`config.mk`:
```
export PLATFORM = sky130hd
export DESIGN_NAME = rx_trig_fifo
export DESIGN_NICKNAME = d
export VERILOG_FILES = /design/src/rtl/rxf_pkg.sv /design/src/rtl/rxf_store.sv /design/src/rtl/rxf_timer.sv /design/src/rtl/rx_trig_fifo.sv
export SDC_FILE = /design/constraint.sdc
export NUM_CORES = 1
export LEC_CHECK = 0
export BUFFER_PORTS_ARGS = -buffer_cell sky130_fd_sc_hd__buf_2
export CORE_MARGIN = 2
export CORE_UTILIZATION = 37
export DETAILED_ROUTE_END_ITERATION = 12
export PLACE_DENSITY_LB_ADDON = 0.2
export SLEW_MARGIN = 25
export SYNTH_ARGS = -nofsm -noshare
export SYNTH_HDL_FRONTEND = slang
export SYNTH_SLANG_ARGS = --single-unit
```
`constraint.sdc`:
```
create_clock -name clk -period 8.6 [get_ports clk]
set_input_delay 0.86 -clock clk [delete_from_list [all_inputs] [get_ports clk]]
set_output_delay 0.86 -clock clk [all_outputs]
set_load 0.02 [all_outputs]
```
`src/rtl/rxf_pkg.sv`:
```
package rxf_pkg;

  typedef enum logic [1:0] {
    TRIG_1  = 2'd0,
    TRIG_4  = 2'd1,
    TRIG_8  = 2'd2,
    TRIG_14 = 2'd3
  } trig_sel_e;

  typedef struct packed {
    logic set;
    logic clr;
    logic irq;
  } rdf_evt_t;

  function automatic int unsigned trig_level(input logic [1:0] sel);
    case (trig_sel_e'(sel))
      TRIG_1:  return 1;
      TRIG_4:  return 4;
      TRIG_8:  return 8;
      default: return 14;
    endcase
  endfunction

endpackage

```
`src/rtl/rxf_store.sv`:
```
module rxf_store #(
  parameter int unsigned DEPTH = 16,
  parameter int unsigned DW    = 8
) (
  input  logic                         clk,
  input  logic                         rst_n,
  input  logic                         clr,
  input  logic                         push,
  input  logic                         pop,
  input  logic [DW-1:0]                wdata,
  output logic [DW-1:0]                rdata,
  output logic [$clog2(DEPTH+1)-1:0]   count,
  output logic                         push_ok,
  output logic                         pop_ok
);
  localparam int unsigned PW = $clog2(DEPTH);
  localparam int unsigned CW = $clog2(DEPTH+1);
  localparam logic [PW-1:0] LAST = PW'(DEPTH-1);
  localparam logic [CW-1:0] FULL = CW'(DEPTH);

  logic [DW-1:0] mem [DEPTH];
  logic [PW-1:0] wr_ptr, rd_ptr, wr_nxt, rd_nxt;
  logic [CW-1:0] cnt;

  assign push_ok = push && (cnt != FULL);
  assign pop_ok  = pop && (cnt != '0);
  assign rdata   = (cnt == '0) ? '0 : mem[rd_ptr];
  assign count   = cnt;

  generate
    if ((DEPTH & (DEPTH - 1)) == 0) begin : g_pow2_wrap
      assign wr_nxt = wr_ptr + 1'b1;
      assign rd_nxt = rd_ptr + 1'b1;
    end else begin : g_cmp_wrap
      assign wr_nxt = (wr_ptr == LAST) ? '0 : wr_ptr + 1'b1;
      assign rd_nxt = (rd_ptr == LAST) ? '0 : rd_ptr + 1'b1;
    end
  endgenerate

  always_ff @(posedge clk) begin
    if (push_ok && !clr) mem[wr_ptr] <= wdata;
  end

  always_ff @(posedge clk or negedge rst_n) begin
    if (!rst_n) begin
      wr_ptr <= '0;
      rd_ptr <= '0;
      cnt    <= '0;
    end else if (clr) begin
      wr_ptr <= '0;
      rd_ptr <= '0;
      cnt    <= '0;
    end else begin
      if (push_ok) wr_ptr <= wr_nxt;
      if (pop_ok)  rd_ptr <= rd_nxt;
      if (push_ok && !pop_ok)      cnt <= cnt + 1'b1;
      else if (!push_ok && pop_ok) cnt <= cnt - 1'b1;
    end
  end

  assert_no_overflow_R3: assert property (@(posedge clk) disable iff (!rst_n)
    cnt <= FULL);

  assert_full_drop_R3: assert property (@(posedge clk) disable iff (!rst_n)
    (cnt == FULL && push && !pop && !clr) |=> (cnt == FULL && wr_ptr == $past(wr_ptr)));

  assert_empty_read_R9: assert property (@(posedge clk) disable iff (!rst_n)
    (cnt == '0 && pop && !push && !clr) |=> (cnt == '0 && $stable(rd_ptr)));

endmodule

```
`src/rtl/rxf_timer.sv`:
```
module rxf_timer #(
  parameter int unsigned TMO = 60
) (
  input  logic clk,
  input  logic rst_n,
  input  logic clr,
  input  logic load,
  input  logic cancel,
  output logic expire
);
  localparam int unsigned TW = $clog2(TMO + 1);

  logic          running;
  logic [TW-1:0] tcnt;

  assign expire = running && (tcnt == '0);

  always_ff @(posedge clk or negedge rst_n) begin
    if (!rst_n) begin
      running <= 1'b0;
      tcnt    <= '0;
    end else if (clr) begin
      running <= 1'b0;
      tcnt    <= '0;
    end else if (load) begin
      running <= 1'b1;
      tcnt    <= TW'(TMO - 1);
    end else if (cancel || expire) begin
      running <= 1'b0;
    end else if (running) begin
      tcnt <= tcnt - 1'b1;
    end
  end

  assert_single_expiry_R6: assert property (@(posedge clk) disable iff (!rst_n)
    (expire && !load) |=> !expire);

  assert_reload_delays_R6: assert property (@(posedge clk) disable iff (!rst_n)
    ((TMO > 1) && load && !clr) |=> !expire);

  assert_clr_stops_R10: assert property (@(posedge clk) disable iff (!rst_n)
    clr |=> !expire);

endmodule

```
`src/rtl/rx_trig_fifo.sv`:
```
module rx_trig_fifo
  import rxf_pkg::*;
#(
  parameter int unsigned DEPTH       = 16,
  parameter int unsigned DW          = 8,
  parameter int unsigned CHAR_CYCLES = 13021
) (
  input  logic          clk,
  input  logic          rst_n,
  input  logic          fifo_clr,
  input  logic          rx_en,
  input  logic          irq_en,
  input  logic [1:0]    trig_sel,
  input  logic          in_valid,
  input  logic [DW-1:0] in_data,
  output logic          in_ready,
  input  logic          rd_en,
  output logic [DW-1:0] rd_data,
  output logic          rdf_set,
  output logic          rdf_clr,
  output logic          rx_irq
);
  localparam int unsigned TMO = 15 * CHAR_CYCLES;
  localparam int unsigned CW  = $clog2(DEPTH + 1);

  logic [CW-1:0] count;
  logic          push_ok, pop_ok, expire;
  logic [CW:0]   cnt_next, trig_lvl;
  logic          at_trig, below_push;
  rdf_evt_t      evt_d, evt_q;

  assign in_ready = rx_en;

  rxf_store #(.DEPTH(DEPTH), .DW(DW)) u_store (
    .clk     (clk),
    .rst_n   (rst_n),
    .clr     (fifo_clr),
    .push    (in_valid && rx_en),
    .pop     (rd_en),
    .wdata   (in_data),
    .rdata   (rd_data),
    .count   (count),
    .push_ok (push_ok),
    .pop_ok  (pop_ok)
  );

  assign trig_lvl   = (CW+1)'(trig_level(trig_sel));
  assign cnt_next   = {1'b0, count} + (CW+1)'(push_ok) - (CW+1)'(pop_ok);
  assign at_trig    = push_ok && (cnt_next >= trig_lvl);
  assign below_push = push_ok && (cnt_next < trig_lvl);

  rxf_timer #(.TMO(TMO)) u_tmr (
    .clk    (clk),
    .rst_n  (rst_n),
    .clr    (fifo_clr),
    .load   (below_push),
    .cancel (at_trig && irq_en),
    .expire (expire)
  );

  always_comb begin
    evt_d.set = at_trig || expire;
    evt_d.irq = evt_d.set && irq_en;
    evt_d.clr = pop_ok && (cnt_next < trig_lvl) && !evt_d.set;
    if (fifo_clr) evt_d = '0;
  end

  always_ff @(posedge clk or negedge rst_n) begin
    if (!rst_n) evt_q <= '0;
    else        evt_q <= evt_d;
  end

  assign rdf_set = evt_q.set;
  assign rdf_clr = evt_q.clr;
  assign rx_irq  = evt_q.irq;

  assert_set_clr_excl_R11: assert property (@(posedge clk) disable iff (!rst_n)
    !(rdf_set && rdf_clr));

  assert_irq_gate_R5: assert property (@(posedge clk) disable iff (!rst_n)
    rx_irq |-> (rdf_set && $past(irq_en)));

  assert_clr_quiet_R10: assert property (@(posedge clk) disable iff (!rst_n)
    fifo_clr |=> (!rdf_set && !rdf_clr && !rx_irq));

  assert_trig_set_R4: assert property (@(posedge clk) disable iff (!rst_n)
    (at_trig && !fifo_clr) |=> rdf_set);

  assert_cancel_R7: assert property (@(posedge clk) disable iff (!rst_n)
    (at_trig && irq_en && !fifo_clr && !below_push) |=> !expire);

endmodule

```
Yosys cells after proc, flatten, opt, wreduce, memory -nomap -nowiden
Memory sizes are Yosys's and may differ from the RTL's. Cells that the tools add are included.

Bits in registers: 35. Bits in writable memories: 128. Bits of input ports: 17. Output and inout bits: 12. Word-level logic and storage cells: 70. Memories: 1.

Memory list: u_store.mem (words 16, bits a word 8, read ports 1, clocked after Yosys merged registers in 0, write ports 1, RTL line rxf_store.sv:21) `logic [DW-1:0] mem [DEPTH];`.

Add/sub/neg operators: 7. Order comparisons: 2. Eq/ne operators: 4. Multiplexer cells: 19. Reduce and logical (&&, ||, !) cells: 29.

Operators with widths (count): $mux W18 (4); $logic_not A18 Y1 (1); $sub A18 B1 Y18 const B (1); $mux W4 (4); $mux W5 (3); $logic_and A1 B1 Y1 (13); $pmux W4 S3 (1); $reduce_bool A3 Y1 (3); $add A4 B1 Y4 const B (2); $mux W8 (1); $add A5 B1 Y6 (1); $ge A6 B6 Y1 (1); $lt A6 B6 Y1 (1); $sub A6 B1 Y6 (1); $add A5 B1 Y5 const B (1); $logic_not A5 Y1 (1); $mux W1 (5); $ne A5 B5 Y1 const B (1); $reduce_bool A5 Y1 (1); $sub A5 B1 Y5 const B (1); $logic_not A1 Y1 (4); $reduce_bool A2 Y1 (2); $mux W3 (1); $ne A3 B3 Y1 const B (1); 5 further kinds (6).

Logic depth before layout (Yosys ltp)
Depth after elaboration: 11. Gate-level depth with buffers: 17. Gate-level depth less buffers: 16.

Modules after synthesis
From an unflattened synthesis, not the netlist that was laid out.

Cell total of the unflattened synthesis: 497. Area total of the unflattened synthesis: 7430.9 µm².

Modules (own cells, without submodules): rxf_store (instances 1, cells an instance 315, area each 5818.1 µm², sequential area each 4169.0 µm²); rxf_timer (instances 1, cells an instance 123, area each 1114.8 µm², sequential area each 475.5 µm²); rx_trig_fifo (instances 1, cells an instance 59, area each 498.0 µm², sequential area each 75.1 µm²).

Worst setup path before layout
Ideal clock, no wire load.

Path type: register to register. Start point: reg u_store.cnt[2], in the netlist u_store.count[2]. End point: reg u_tmr.tcnt[9]. Library setup time: 0.082 ns. Data arrival time: 4.121 ns. Data required time: 8.518 ns. Slack: 4.397 ns. Cell stages (with the launch flop): 16. Buffers on the path: 0. Period minus slack after synthesis: 4.203 ns. Cells stage by stage: dfrtp_1 > inv_1 > ha_1 > nor4b_1 > nor2b_1 > nand2_1 > o21ai_0 > ha_1 > fa_1 > ha_1 > nor2b_1 > o211ai_1 > o211a_1 > a31oi_2 > or4_1 > a31oi_1.

Longest elaborated chain between the ends: 10. Elaborated cells on any way between the ends: 17. Those cells by class: add/sub: 2; order compare: 2; eq/ne: 2; mux: 2; reduce/logical: 9.

RTL lines: from (decl) (RTL line rxf_store.sv:23) `logic [CW-1:0] cnt;`; from (signal assigned) (RTL line rxf_store.sv:56) `if (push_ok && !pop_ok) cnt <= cnt + 1'b1;`; from (signal assigned) (RTL line rxf_store.sv:57) `else if (!push_ok && pop_ok) cnt <= cnt - 1'b1;`; $ne A5 B5 Y1 (RTL line rxf_store.sv:25) `assign push_ok = push && (cnt != FULL);`; $logic_and A1 B1 Y1 (RTL line rxf_store.sv:25); $add A5 B1 Y6 (RTL line rx_trig_fifo.sv:48) `assign cnt_next = {1'b0, count} + (CW+1)'(push_ok) - (CW+1)'(pop_ok);`; $sub A6 B1 Y6 (RTL line rx_trig_fifo.sv:48); $ge A6 B6 Y1 (RTL line rx_trig_fifo.sv:49) `assign at_trig = push_ok && (cnt_next >= trig_lvl);`; $logic_and A1 B1 Y1 (RTL line rx_trig_fifo.sv:49); $logic_and A1 B1 Y1 (RTL line rx_trig_fifo.sv:57) `.cancel (at_trig && irq_en),`; $logic_or A1 B1 Y1 (RTL line rxf_timer.sv:28) `end else if (cancel || expire) begin`; $ne A3 B3 Y1 (no line); $reduce_and A2 Y1 (no line); to (signal assigned) (RTL line rxf_timer.sv:27) `tcnt <= TW'(TMO - 1);`; to (signal assigned) (RTL line rxf_timer.sv:31) `tcnt <= tcnt - 1'b1;`; to (decl) (RTL line rxf_timer.sv:14) `logic [TW-1:0] tcnt;`.

Several ways; a longest one is shown, not always the timed one. A chain may end at the register's enable or synchronous reset.

Final worst setup path
Start point: reg u_store.cnt[2], in the netlist u_store.count[2]. End point: reg u_tmr.tcnt[15].

The elaborated chain is that of the path after synthesis.

==> qor.csv <==
stage;metric;value;unit
run_status;outcome;completed;
worst_setup_path;crit_start;u_store.count[2];
final_layout;drive_above_1_share;23.9;%
yosys;ys.flop_type;edfxtp_1;
floorplanning;core;0.0195;mm²
yosys;synth_cells;465;
flow_run;maxCapViolCount;0;
clock_tree;root_buffer;clkbuf_16;
clock_tree;hold_buffers;0;
final_layout;num-nets-final;533;
worst_setup_path;timing.rr.start;u_store.count[2];
floorplanning;die_area;0.0210;mm²
sta;worst_slew_pin_slew;1.04;ns
yosys;synthesis.area;0.00735;mm²
worst_setup_path;timing.setup.critical_path_class;flip-flop to flip-flop;
routing;drt_iter0_drc;239;
yosys;ys_seq_elements;163;
sta;fmax;0.210;GHz
power_and_ir_drop;p_int;1.68;mW
clock_tree;ctsResizeCount;0;
worst_setup_path;cpMaxStageDelayCell;nor4b_2;
worst_setup_path;crit_chain;inv_1 > ha_1 > nor4b_2 > nor2b_1 > nand2_1 > o21ai_0 > ha_1 > fa_1 > ha_1 > nor2b_1 > o211ai_1 > o211a_1 > a31oi_2 > or4_1 > a31oi_1;
yosys;async_flop_share;21.5;%
sta;finalCriticalPeriod;4.75;ns
worst_setup_path;r2r_slack;3.85;ns
worst_setup_path;cp_top_family;simple AND/OR/NAND/NOR gates;
power_and_ir_drop;power.switching;0.896;mW
routing;drtPass1Iterations;4;
worst_setup_path;cp.arrival;5.09;ns
power_and_ir_drop;pwr-share-seq;37.3;%
floorplanning;initial_core_util;37.8;%
routing;drtAntennaViolNets;0;
global_route;grt_max_degree;36;
placement;place_area;0.00775;mm²
worst_setup_path;critPathBufInv;1;
routing;finalWirelength;15800;µm
final_layout;num_antenna_cells;0;
yosys;syn_area_per_cell;15.8;µm²
clock_tree;clk_latency;0.43;ns
power_and_ir_drop;power_frac_clock;28.1;%
final_layout;fin_area;0.00832;mm²
power_and_ir_drop;comb_power_share;34.6;%
power_and_ir_drop;p_leak;2.89;nW
final_layout;num-fill-cells;1735;
clock_tree;cts_made_buffers;17;
sta;setup_violations;0;
placement;gp_congestion;0.730;
clock_tree;cts_tree;done;
routing;wl_per_cell;20.4;µm
final_layout;final_common_cell;edfxtp_1;
floorplanning;die_w;145;µm
sta;rsz0062_at_grt;false;
sta;relSlewSlack;30.3;%
clock_tree;postCtsSetupBuffers;0;
final_layout;area_delta_synth_final;13.1;%
worst_setup_path;cp.required;8.94;ns
global_route;grt_pass1_vias;4275;
yosys;ys_warn_count;0;
sta;drv_slew;0;
sta;clock_skew;0.00994;ns
worst_setup_path;critPathLaunchType;flip-flop;
worst_setup_path;cp_max_fo;18;
placement;port-buffer-count;28;
routing;post-route-drc-count;0;
worst_setup_path;path_common_cell;ha_1;
worst_setup_path;end_kind;flip-flop;
routing;via_per_inst;5.34;
global_route;grt_usage;15.9;%
sta;setup_tns;0;ns
global_route;grt_antenna_before_repair;0;
yosys;yosysSeqAreaShare;64.2;%
yosys;synthDistinctLibCells;55;
clock_tree;htreeDepth;4;
sta;hold_violations;0;
global_route;grt_pass1_wl;25200;µm
clock_tree;clockBufferDepth;2;
worst_setup_path;max_stage_delay;0.76;ns
power_and_ir_drop;ir_drop;0.162;mV
final_layout;layout_common_cells;128 x edfxtp_1, 40 x mux4_2, 34 x dfrtp_1;
placement;dpl.hpwl;10200;µm
yosys;synth_edf_count;128;
power_and_ir_drop;switching_share;34.8;%
routing;vias;4124;
power_and_ir_drop;powerDensity;310;mW/mm²
floorplanning;rows;51;
floorplanning;die_h;145;µm
yosys;synthesis.nets;504;
sta;fin_crit_sh;55.2;%
clock_tree;cts_sinks;163;
global_route;grt-ovfl-total;0;
floorplanning;io_pins;29;
clock_tree;cts.clk_slew.worst_paths;0.07;ns
min_path;worstHoldPathType;primary input to async pin;
==> registers in the layout, summed over array words and instances (netlist names) <==
signal          flops
u_store.rd_ptr      4
u_tmr.tcnt         18
u_store.mem       128
u_store.wr_ptr      4
rx_irq              1
u_store.count       5
rdf_clr             1
rdf_set             1
u_tmr.running       1
==> power groups by stage <==
stage | clock network [mW] | logic, mW | registers, mW
after floorplan | 0 | 0.706 | 0.951
after global placement | 0 | 0.880 | 0.978
after detailed placement | 0 | 0.896 | 0.980
after CTS | 0.735 | 0.899 | 0.963
after global routing | 0.771 | 0.991 | 0.974
final | 0.723 | 0.891 | 0.962
==> layout make-up <==
type                       instances  area (µm²)  area share, %
sequential                       163        4720           56.7
tap                              265         332           3.99
clock buffer                      17         425           5.11
timing repair buffer              30         155           1.86
clock inverter                    15         136           1.64
multi-input combinational        265        2490           29.9
inverter                          17        63.8          0.767
==> path summary, 6_finish.rpt <==
check,end,depth (start not counted)
max reg2reg,u_tmr.tcnt[15],15
min reg2reg,u_tmr.tcnt[17],1
max in group asynchronous,u_store.rd_ptr[0],1
max,u_tmr.tcnt[15],15
min in group clk,u_tmr.tcnt[17],1
min,u_tmr.tcnt[3],1
==> kinds of logic (layout without fill, tap and decap cells) <==
logic type / Yosys count / after routing / share of synthesized area, %
DFF: 163 / 163 / 64.2
xor gates and xnor gates: 12 / 12 / 1.43
and+or+nand+nor: 128 / 128 / 9.43
adders and majority gates: 22 / 22 / 3.95
AOI/OAI and AO/OA: 62 / 62 / 6.40
muxes: 41 / 41 / 12.4
buffers and inverters: 37 / 79 / 2.23
==> per-layer routing <==
layer  share of wire (%)  vias up  global-route usage (%)
li1                    -     1887                       -
met1                  45     2129                    22.0
met2                  49       97                    25.7
met3                 4.4       11                    3.68
met4                0.84        0                    3.81
met5                   0        -                       0
==> synth_stat cells (7+ instances only) <==
cell | count | share of area (%)
a21oi_1 | 16 | 1.1
clkbuf_1 | 10 | 0.51
or3_1 | 7 | 0.60
edfxtp_1 | 128 | 52
a211oi_1 | 7 | 0.71
nor2_1 | 33 | 1.7
dfrtp_1 | 35 | 12
nor2b_1 | 8 | 0.68
nand2_1 | 27 | 1.4
a311oi_1 | 8 | 0.95
mux4_2 | 40 | 12
inv_1 | 17 | 0.87
ha_1 | 20 | 3.4
==> stage by stage <==
stage | total power [mW] | utilization [%] | setup slack (ns) | hold slack (ns) | instances
floorplan | 1.66 | - | 4.40 | 0.468 | 465
global placement | 1.86 | 39.8 | 4.06 | 0.497 | 740
detailed placement | 1.88 | 39.8 | 3.85 | 0.502 | 740
CTS | 2.60 | 42.7 | 3.85 | 0.549 | 772
global route | 2.73 | 42.7 | 3.46 | 0.570 | 772
finish | 2.58 | 42.7 | 3.85 | 0.535 | 772
Note: power is estimated with default switching activity, not from simulation.
